## config.mk

```make
export PLATFORM = sky130hd
export DESIGN_NAME = pcm_chan_regs
export DESIGN_NICKNAME = d
export VERILOG_FILES = /design/src/rtl/pcm_chan_regs.sv
export SDC_FILE = /design/constraint.sdc
export NUM_CORES = 1
export LEC_CHECK = 0
export ABC_AREA = 1
export BUFFER_PORTS_ARGS = -buffer_cell sky130_fd_sc_hd__buf_2
export CAP_MARGIN = 0
export CORE_ASPECT_RATIO = 0.6
export CORE_MARGIN = 5
export CORE_UTILIZATION = 45
export DETAILED_ROUTE_END_ITERATION = 16
export PLACE_DENSITY_LB_ADDON = 0.05
export RECOVER_POWER = 25
export SYNTH_ARGS = -nofsm -noshare
export SYNTH_HDL_FRONTEND = slang
export SYNTH_SLANG_ARGS = --single-unit
```

## constraint.sdc

```tcl
create_clock -name clk -period 4.3 [get_ports clk]
set_clock_uncertainty 0.1 [all_clocks]
set_input_delay 0.43 -clock clk [delete_from_list [all_inputs] [get_ports clk]]
set_output_delay 0.43 -clock clk [all_outputs]
set_load 0.05 [all_outputs]
```

## src/rtl/pcm_chan_regs.sv

```systemverilog
module pcm_chan_regs #(
  parameter int NCH   = 8,
  parameter int BANKW = 4,
  parameter int WINW  = 12,
  parameter int SHIFT = 11
) (
  input  logic                    clk,
  input  logic                    rst_n,
  input  logic                    reg_we,
  input  logic [3:0]              reg_addr,
  input  logic [7:0]              reg_wdata,
  input  logic [WINW-1:0]         host_addr,
  input  logic [$clog2(NCH)-1:0]  rd_ch,
  output logic                    master_on,
  output logic [$clog2(NCH)-1:0]  cur_ch,
  output logic [BANKW-1:0]        bank,
  output logic [NCH-1:0]          ch_on,
  output logic [BANKW+WINW-1:0]   wave_addr,
  output logic [BANKW+WINW-1:0]   wave_addr_nxt,
  output logic [7:0]              rd_env,
  output logic [3:0]              rd_pan_l,
  output logic [3:0]              rd_pan_r,
  output logic [15:0]             rd_step,
  output logic [15:0]             rd_loop,
  output logic [15:0]             rd_start,
  output logic [16+SHIFT-1:0]     rd_live
);
  localparam int CHW   = $clog2(NCH);
  localparam int AW    = BANKW + WINW;
  localparam int LIVEW = 16 + SHIFT;

  logic [7:0]       env_q   [NCH];
  logic [3:0]       panl_q  [NCH];
  logic [3:0]       panr_q  [NCH];
  logic [15:0]      step_q  [NCH];
  logic [15:0]      loop_q  [NCH];
  logic [7:0]       start_q [NCH];
  logic [LIVEW-1:0] live_q  [NCH];

  always_ff @(posedge clk or negedge rst_n) begin
    if (!rst_n) begin
      for (int i = 0; i < NCH; i++) begin
        env_q[i]   <= 8'h80;
        panl_q[i]  <= 4'd8;
        panr_q[i]  <= 4'd8;
        step_q[i]  <= '0;
        loop_q[i]  <= '0;
        start_q[i] <= '0;
        live_q[i]  <= '0;
      end
    end else if (reg_we) begin
      for (int i = 0; i < NCH; i++) begin
        if (cur_ch == CHW'(i)) begin
          case (reg_addr)
            4'd0: env_q[i] <= reg_wdata;
            4'd1: begin
              panl_q[i] <= reg_wdata[3:0];
              panr_q[i] <= reg_wdata[7:4];
            end
            4'd2: step_q[i][7:0]  <= reg_wdata;
            4'd3: step_q[i][15:8] <= reg_wdata;
            4'd4: loop_q[i][7:0]  <= reg_wdata;
            4'd5: loop_q[i][15:8] <= reg_wdata;
            4'd6: begin
              start_q[i] <= reg_wdata;
              live_q[i]  <= {reg_wdata, 8'h00, {SHIFT{1'b0}}};
            end
            default: ;
          endcase
        end
      end
    end
  end

  always_ff @(posedge clk or negedge rst_n) begin
    if (!rst_n) begin
      master_on <= 1'b0;
      cur_ch    <= '0;
      bank      <= '0;
      ch_on     <= '0;
    end else if (reg_we) begin
      if (reg_addr == 4'd7) begin
        master_on <= reg_wdata[7];
        if (reg_wdata[6]) cur_ch <= reg_wdata[CHW-1:0];
        else              bank   <= reg_wdata[BANKW-1:0];
      end else if (reg_addr == 4'd8) begin
        ch_on <= ~reg_wdata[NCH-1:0];
      end
    end
  end

  assign wave_addr     = {bank, host_addr};
  assign wave_addr_nxt = wave_addr + AW'(1);

  assign rd_env   = env_q[rd_ch];
  assign rd_pan_l = panl_q[rd_ch];
  assign rd_pan_r = panr_q[rd_ch];
  assign rd_step  = step_q[rd_ch];
  assign rd_loop  = loop_q[rd_ch];
  assign rd_start = {start_q[rd_ch], 8'h00};
  assign rd_live  = live_q[rd_ch];

  a_r2_env_write: assert property (@(posedge clk) disable iff (!rst_n)
    (reg_we && reg_addr == 4'd0) |=> env_q[$past(cur_ch)] == $past(reg_wdata));

  a_r6_live_reload: assert property (@(posedge clk) disable iff (!rst_n)
    (reg_we && reg_addr == 4'd6) |=>
      live_q[$past(cur_ch)] == {$past(reg_wdata), 8'h00, {SHIFT{1'b0}}});

  a_r7_pointer_keeps_bank: assert property (@(posedge clk) disable iff (!rst_n)
    (reg_we && reg_addr == 4'd7 && reg_wdata[6]) |=> $stable(bank));

  a_r7_bank_keeps_pointer: assert property (@(posedge clk) disable iff (!rst_n)
    (reg_we && reg_addr == 4'd7 && !reg_wdata[6]) |=> $stable(cur_ch));

  a_r8_onoff_invert: assert property (@(posedge clk) disable iff (!rst_n)
    (reg_we && reg_addr == 4'd8) |=> ch_on == ~$past(reg_wdata[NCH-1:0]));

  a_r9_unused_ignored: assert property (@(posedge clk) disable iff (!rst_n)
    (reg_we && reg_addr >= 4'd9) |=>
      $stable(ch_on) && $stable(bank) && $stable(cur_ch) && $stable(master_on));
endmodule

```

==> results of run 1 <==
[critical path, cell delays in order]
cell and delay [ns]:
buf_6 0.28, inv_6 0.58, buf_4 0.47, nand2_1 0.09, nand2_1 0.07, nand2_1 0.04, o21ai_0 0.13, nand2_1 0.08
nand2_1 0.07, buf_2 0.26
[worst max path at each step]
stage / startpoint / endpoint / slack [ns] / cells after the start
6_report: rd_ch[0] / rd_loop[2] / 1.17 / 10
4_1_cts: rd_ch[0] / rd_live[22] / 1.16 / 10
3_3_place_gp: rd_ch[0] / rd_loop[15] / 1.16 / 8
5_1_grt: rst_n / ch_on[7] / 0.64 / 3
2_1_floorplan: rd_ch[0] / rd_start[10] / 1.77 / 11
3_5_place_dp: rd_ch[0] / rd_live[22] / 1.18 / 10
[cells in the final DEF (no fill, tap or decap), types with 9 or more instances in the layout]
cell       netlist  final
nor2_1          97     97
nand3_1         74     74
conb_1           1     27
buf_4           51     18
buf_2           31    109
clkbuf_1       134     38
clkinv_2         0      9
inv_1          166    164
dfstp_2         24     24
clkbuf_8         0     10
dfrtp_1        440    440
clkbuf_16        0     49
nand2_1       1650   1650
o21ai_0        411    411
[layout make-up]
| type | count | area share, % |
|---|---|---|
| diodes | 3 | 0.0300 |
| clock buffers | 68 | 5.59 |
| clock inverters | 14 | 0.791 |
| inverters | 167 | 2.53 |
| multi-input cells | 2289 | 37.3 |
| flip-flops and latches | 464 | 46.6 |
| well taps | 650 | 3.26 |
| repair buffers | 168 | 3.93 |
[power groups by stage]
stage	Sequential, mW	Clock (mW)	Combinational, mW
global placement	5.46	0	2.47
global route	5.49	4.56	2.81
floorplan	5.51	0	1.76
finish	5.41	4.30	2.51
detailed placement	5.48	0	2.52
CTS	5.41	4.38	2.53
[routing by layer]
layer  global-route usage [%]  vias to the layer above  routed length, um
met2                     37.4                      690              29100
li1                         -                     9571                  -
met3                     4.79                       89               5400
met4                     5.54                        0               1460
met5                        0                        -                  0
met1                     38.7                     9578              33600
[state kept, by name (all words and copies together), names as in the netlist]
register	cells
cur_ch	3
panl_q	32
loop_q	128
step_q	128
env_q	64
start_q	8
ch_on	8
master_on	1
live_q	56
panr_q	32
bank	4
[cell usage after synthesis]
library cell and instances:
clkbuf_1 134, ha_1 1, nor2_2 3, nor2_4 2, inv_2 1, o21ai_0 411, conb_1 1, dfstp_2 24
nand3_2 2, nand2_1 1650, buf_4 51, nand4_1 5, xor2_1 3, nand3_1 74, buf_1 10, buf_2 31
nor2_1 97, o21ai_1 8, nor3_2 2, dfrtp_1 440, xnor2_1 4, inv_1 166
[cell families (layout without fill, tap and decap cells)]
logic type	after synthesis	after routing	share of synthesized area [%]
other	1	30	0.0166
AOI/OAI and AO/OA	419	419	9.29
and+or+nand+nor	1835	1835	31.2
xor gates and xnor gates	7	7	0.272
DFF	464	464	51.6
buffers and inverters	393	417	7.56
adders and majority gates	1	1	0.0554
[repair_timing]
action                                 in CTS  in global routing
resized for setup                           0                  0
hold buffers                                1                  0
endpoints found under the hold margin      71                  0
[metrics by stage]
stage               total power, mW  setup WS, ns
finish                         12.2          1.17
global route                   12.9         0.642
floorplan                      7.27          1.77
detailed placement             8.00          1.18
CTS                            12.3          1.16
global placement               7.93          1.16
==> impl_metrics.env, run 1 <==
export IMPL_dpl_cell_count=3737
export IMPL_syn_area_um2=22600
export IMPL_antenna_found_initial=4
export IMPL_synthCells=3120
export IMPL_cts_setup_buffers=0
export IMPL_hold_depth=3
export IMPL_fin_crit_ns=3.13
export IMPL_ys_ff_latch=464
export IMPL_final_layout_size_suffix_gt1_share_pct=7.79
export IMPL_power_switching_mw=3.92
export IMPL_ios=169
export IMPL_ys_warn_count=0
export IMPL_switching_share_pct=32.1
export IMPL_r2r_end="step_q[7]"
export IMPL_dr_pass1_iters=6
export IMPL_crit_fanout=77
export IMPL_cts_buffers=46
export IMPL_drt_total_wl_um=69500
export IMPL_status="finished with violations"
export IMPL_fill_cells=4910
export IMPL_hold_violations=0
export IMPL_slew_headroom_pct=-70.1
export IMPL_fin_crit_sh_pct=72.7
export IMPL_path_clk_slew_ns=0.06
export IMPL_die_height_um=183
export IMPL_register_area_um2=11600
export IMPL_grt_max_degree=114
export IMPL_gp_congestion=0.848
export IMPL_pwr_share_clk_pct=35.2
export IMPL_grt_ovfl_total=0
export IMPL_clock_path_buffers=3
export IMPL_wire_per_inst_um=18.2
export IMPL_fmax_mhz=320
export IMPL_synthDominantCellAreaShare_pct=48.8
export IMPL_irDropWorstVdd_uv=256
export IMPL_area_growth_pct=10.7
export IMPL_powerDensity_nw_per_um2=489
export IMPL_cts_root_buf="clkbuf_16"
export IMPL_worstMarginPinSlew_ns=2.55
export IMPL_cts_max_level=2
export IMPL_insertion_delay_ns=0.55
export IMPL_grt_pass1_vias=19193
export IMPL_setup_viol=0
export IMPL_regToRegSetupSlack_ns=1.65
export IMPL_initial_core_util_pct=45.6
export IMPL_synth_top_area_cell="dfrtp_1"
export IMPL_cts_tree="yes"
export IMPL_syn_avg_cell_area_um2=7.23
export IMPL_synth_area_top_cells="dfrtp_1 49%, nand2_1 27%, o21ai_0 9.1%"
export IMPL_rows=63
export IMPL_arrival_ns=2.60
export IMPL_fp_coreArea_um2=49500
export IMPL_vias_per_cell=5.21
export IMPL_internal_power_mw=8.29
export IMPL_die_w_um=299
export IMPL_r2r_start="cur_ch[1]"
export IMPL_hold_class="input pin to flop"
export IMPL_yosys_cell_types_count=22
export IMPL_finalNetCount=3167
export IMPL_drtIter0Drc=1795
export IMPL_critPathLaunchType="input pin"
export IMPL_violations="max-capacitance violations, max-slew violations"
export IMPL_place_area_um2=23400
export IMPL_path_class="input pin to primary output"
export IMPL_fin_tns_setup_ns=0
export IMPL_vias=19928
export IMPL_grt_total_usage_pct=25.2
export IMPL_layout_cells_non_filler=3823
export IMPL_cts_sinks=464
export IMPL_die_area_um2=54900
export IMPL_worst_ep_required_time_ns=3.77
export IMPL_hold_end="loop_q[29]"
export IMPL_multi_input_area_um2=9310
export IMPL_final_area_um2=25000
export IMPL_maxSlewViolCount=83
export IMPL_seqPwrFrac_pct=44.3
export IMPL_fin_hold_ws_ns=0.149
export IMPL_p_comb_share_pct=20.5
export IMPL_drc=0
export IMPL_utilization_pct=50.5
export IMPL_ant_nets=0
export IMPL_io_buffers=141
export IMPL_r2r_cells=5
export IMPL_worstHoldStart="reg_wdata[5]"
export IMPL_synth_seq_area_share_pct=51.6
export IMPL_end_kind="primary output"
export IMPL_place_hpwl_um=43400
export IMPL_cap_violations=1
export IMPL_power_leakage_nw=13.1
export IMPL_rsz0062_at_grt="no"
export IMPL_grt_first_pass_wirelength_um=111000
No activity file was read; power rests on OpenSTA's default activity.
==> run 2: changes to the inputs <==
- clock period: 4.3 -> 2.6 ns (I/O delays scaled with it)
==> impl_metrics.env, run 2 (synthesis results as in run 1) <==
export IMPL_preCtsSetupSlack_ns=0.414
export IMPL_power_switching_mw=6.52
export IMPL_seqPwrFrac_pct=44.7
export IMPL_crit_path_cell_trace="nand2_1, nand2_1, nand2_1, o21ai_0, nand2_1, nand2_1, buf_2"
export IMPL_path_class="flop to primary output"
export IMPL_dr_pass1_iters=6
export IMPL_crit_fanout=2
export IMPL_grt_total_usage_pct=25.6
export IMPL_path_clk_slew_ns=0.06
export IMPL_grt_pass1_vias=19340
export IMPL_cts_sinks=464
export IMPL_critPathLaunchType="flop"
export IMPL_hold_violations=0
export IMPL_worst_slack_ns=0.376
export IMPL_reg_top3="loop_q (128), step_q (128), env_q (64)"
export IMPL_drt_total_wl_um=70000
export IMPL_worstMarginPinSlew_ns=1.56
export IMPL_ant_nets=0
export IMPL_total_power_mw=20.0
export IMPL_rows=63
export IMPL_wire_per_inst_um=18.0
export IMPL_fp_coreArea_um2=49500
export IMPL_place_area_um2=24000
export IMPL_internal_power_mw=13.5
export IMPL_vias=20032
export IMPL_clock_path_buffers=3
export IMPL_critPathMaxStageDelay_ns=0.53
export IMPL_ios=169
export IMPL_pwr_share_clk_pct=34.1
export IMPL_vias_per_cell=5.16
export IMPL_post_cts_resized=0
export IMPL_slew_headroom_pct=-3.95
export IMPL_fmax_mhz=450
export IMPL_die_w_um=299
export IMPL_cts_buffers=47
export IMPL_switching_share_pct=32.6
export IMPL_grt_ovfl_total=0
export IMPL_fin_crit_sh_pct=85.5
export IMPL_maxSlewViolCount=44
export IMPL_final_area_um2=25400
export IMPL_violations="max-capacitance violations, max-slew violations"
export IMPL_drc=0
export IMPL_arrival_ns=1.86
export IMPL_fin_tns_setup_ns=0
export IMPL_worst_ep_required_time_ns=2.24
export IMPL_cap_violations=1
export IMPL_final_layout_size_suffix_gt1_share_pct=9.84
export IMPL_finalNetCount=3228
export IMPL_cts_root_buf="clkbuf_16"
export IMPL_area_growth_pct=12.7
export IMPL_initial_core_util_pct=45.6
export IMPL_place_hpwl_um=45300
export IMPL_fin_crit_ns=2.22
export IMPL_final_cell_mix="1650 x nand2_1, 440 x dfrtp_1, 411 x o21ai_0, 164 x inv_1, 123 x buf_2"
export IMPL_rsz0062_at_grt="no"
export IMPL_end_kind="primary output"
export IMPL_powerDensity_nw_per_um2=785
export IMPL_final_common_cell="nand2_1"
export IMPL_hold_class="input pin to flop"
export IMPL_setup_viol=0
export IMPL_antenna_found_initial=2
export IMPL_grt_first_pass_wirelength_um=112000
export IMPL_gp_congestion=0.846
export IMPL_cts_setup_buffers=0
export IMPL_drtIter0Drc=1803
export IMPL_p_comb_share_pct=21.2
export IMPL_fill_cells=4919
export IMPL_status="finished with violations"
export IMPL_io_buffers=141
export IMPL_grt_max_degree=86
export IMPL_power_leakage_nw=13.5
export IMPL_cts_tree="yes"
export IMPL_cts_max_level=2
export IMPL_irDropWorstVdd_uv=466
export IMPL_die_height_um=183
export IMPL_crit_path_top_delay_cell="dfstp_2"
export IMPL_die_area_um2=54900
export IMPL_worst_path_most_repeated_cell="nand2_1"
export IMPL_insertion_delay_ns=0.55
==> run 2: path summary, 6_finish.rpt <==
check / cells after the start / endpoint / slack [ns] / from
hold reg to reg: 2 / loop_q[124] / 0.38 / loop_q[124]
hold / removal: 3 / loop_q[122] / 0.05 / reg_wdata[2]
setup reg to reg: 5 / step_q[121] / 0.53 / cur_ch[2]
setup / recovery: 7 / rd_env[7] / 0.38 / env_q[39]
max in group asynchronous: 3 / env_q[44] / 0.47 / rst_n
min in group asynchronous: 2 / step_q[19] / 0.52 / rst_n
==> run 2: metal layers <==
metal,vias up,GRT usage (%),wire [um]
li1,9696,-,-
met1,9615,39.5,34300
met2,623,38.1,29400
met3,98,3.98,4620
met4,0,5.82,1580
met5,-,0,0
==> run 2: power groups by stage <==
stage | registers, mW | logic (mW) | clock network, mW
2_1_floorplan | 9.12 | 2.91 | 0
5_1_grt | 9.06 | 4.75 | 7.28
3_3_place_gp | 9.01 | 4.19 | 0
3_5_place_dp | 9.04 | 4.25 | 0
6_report | 8.94 | 4.24 | 6.81
4_1_cts | 8.93 | 4.27 | 6.95
==> run 2: layout make-up <==
type	instances	area, um^2	area share [%]
clock buffer	68	1350	5.29
antenna	1	2.50	0.00984
clock inverter	16	163	0.639
multi-input combinational	2289	9310	36.6
timing repair buffer	228	1530	6.01
inverter	167	633	2.49
tap	650	813	3.20
sequential	464	11600	45.8
==> run 2: per-stage QoR <==
step	hold slack (ns)	instances	utilization [%]
6_report	0.0506	3883	51.4
5_1_grt	0.0568	3883	51.4
4_1_cts	0.0262	3882	51.5
3_5_place_dp	0.122	3796	48.4
3_3_place_gp	0.121	3796	48.4
2_1_floorplan	-0.136	3146	-
==> run 2: what timing repair did <==
item	4_1_cts	5_1_grt
setup endpoints to repair	0	0
hold buffers	2	0
endpoints found under the hold margin	224	0
==> run 2: worst max-delay path, delay by kind of cell (launching register included) <==
kind / cells / cell delay, ns
AO/OA/AOI/OAI: 1 / 0.08
flip-flops: 1 / 0.53
buffers and inverters: 1 / 0.29
AND/OR/NAND/NOR: 5 / 0.39
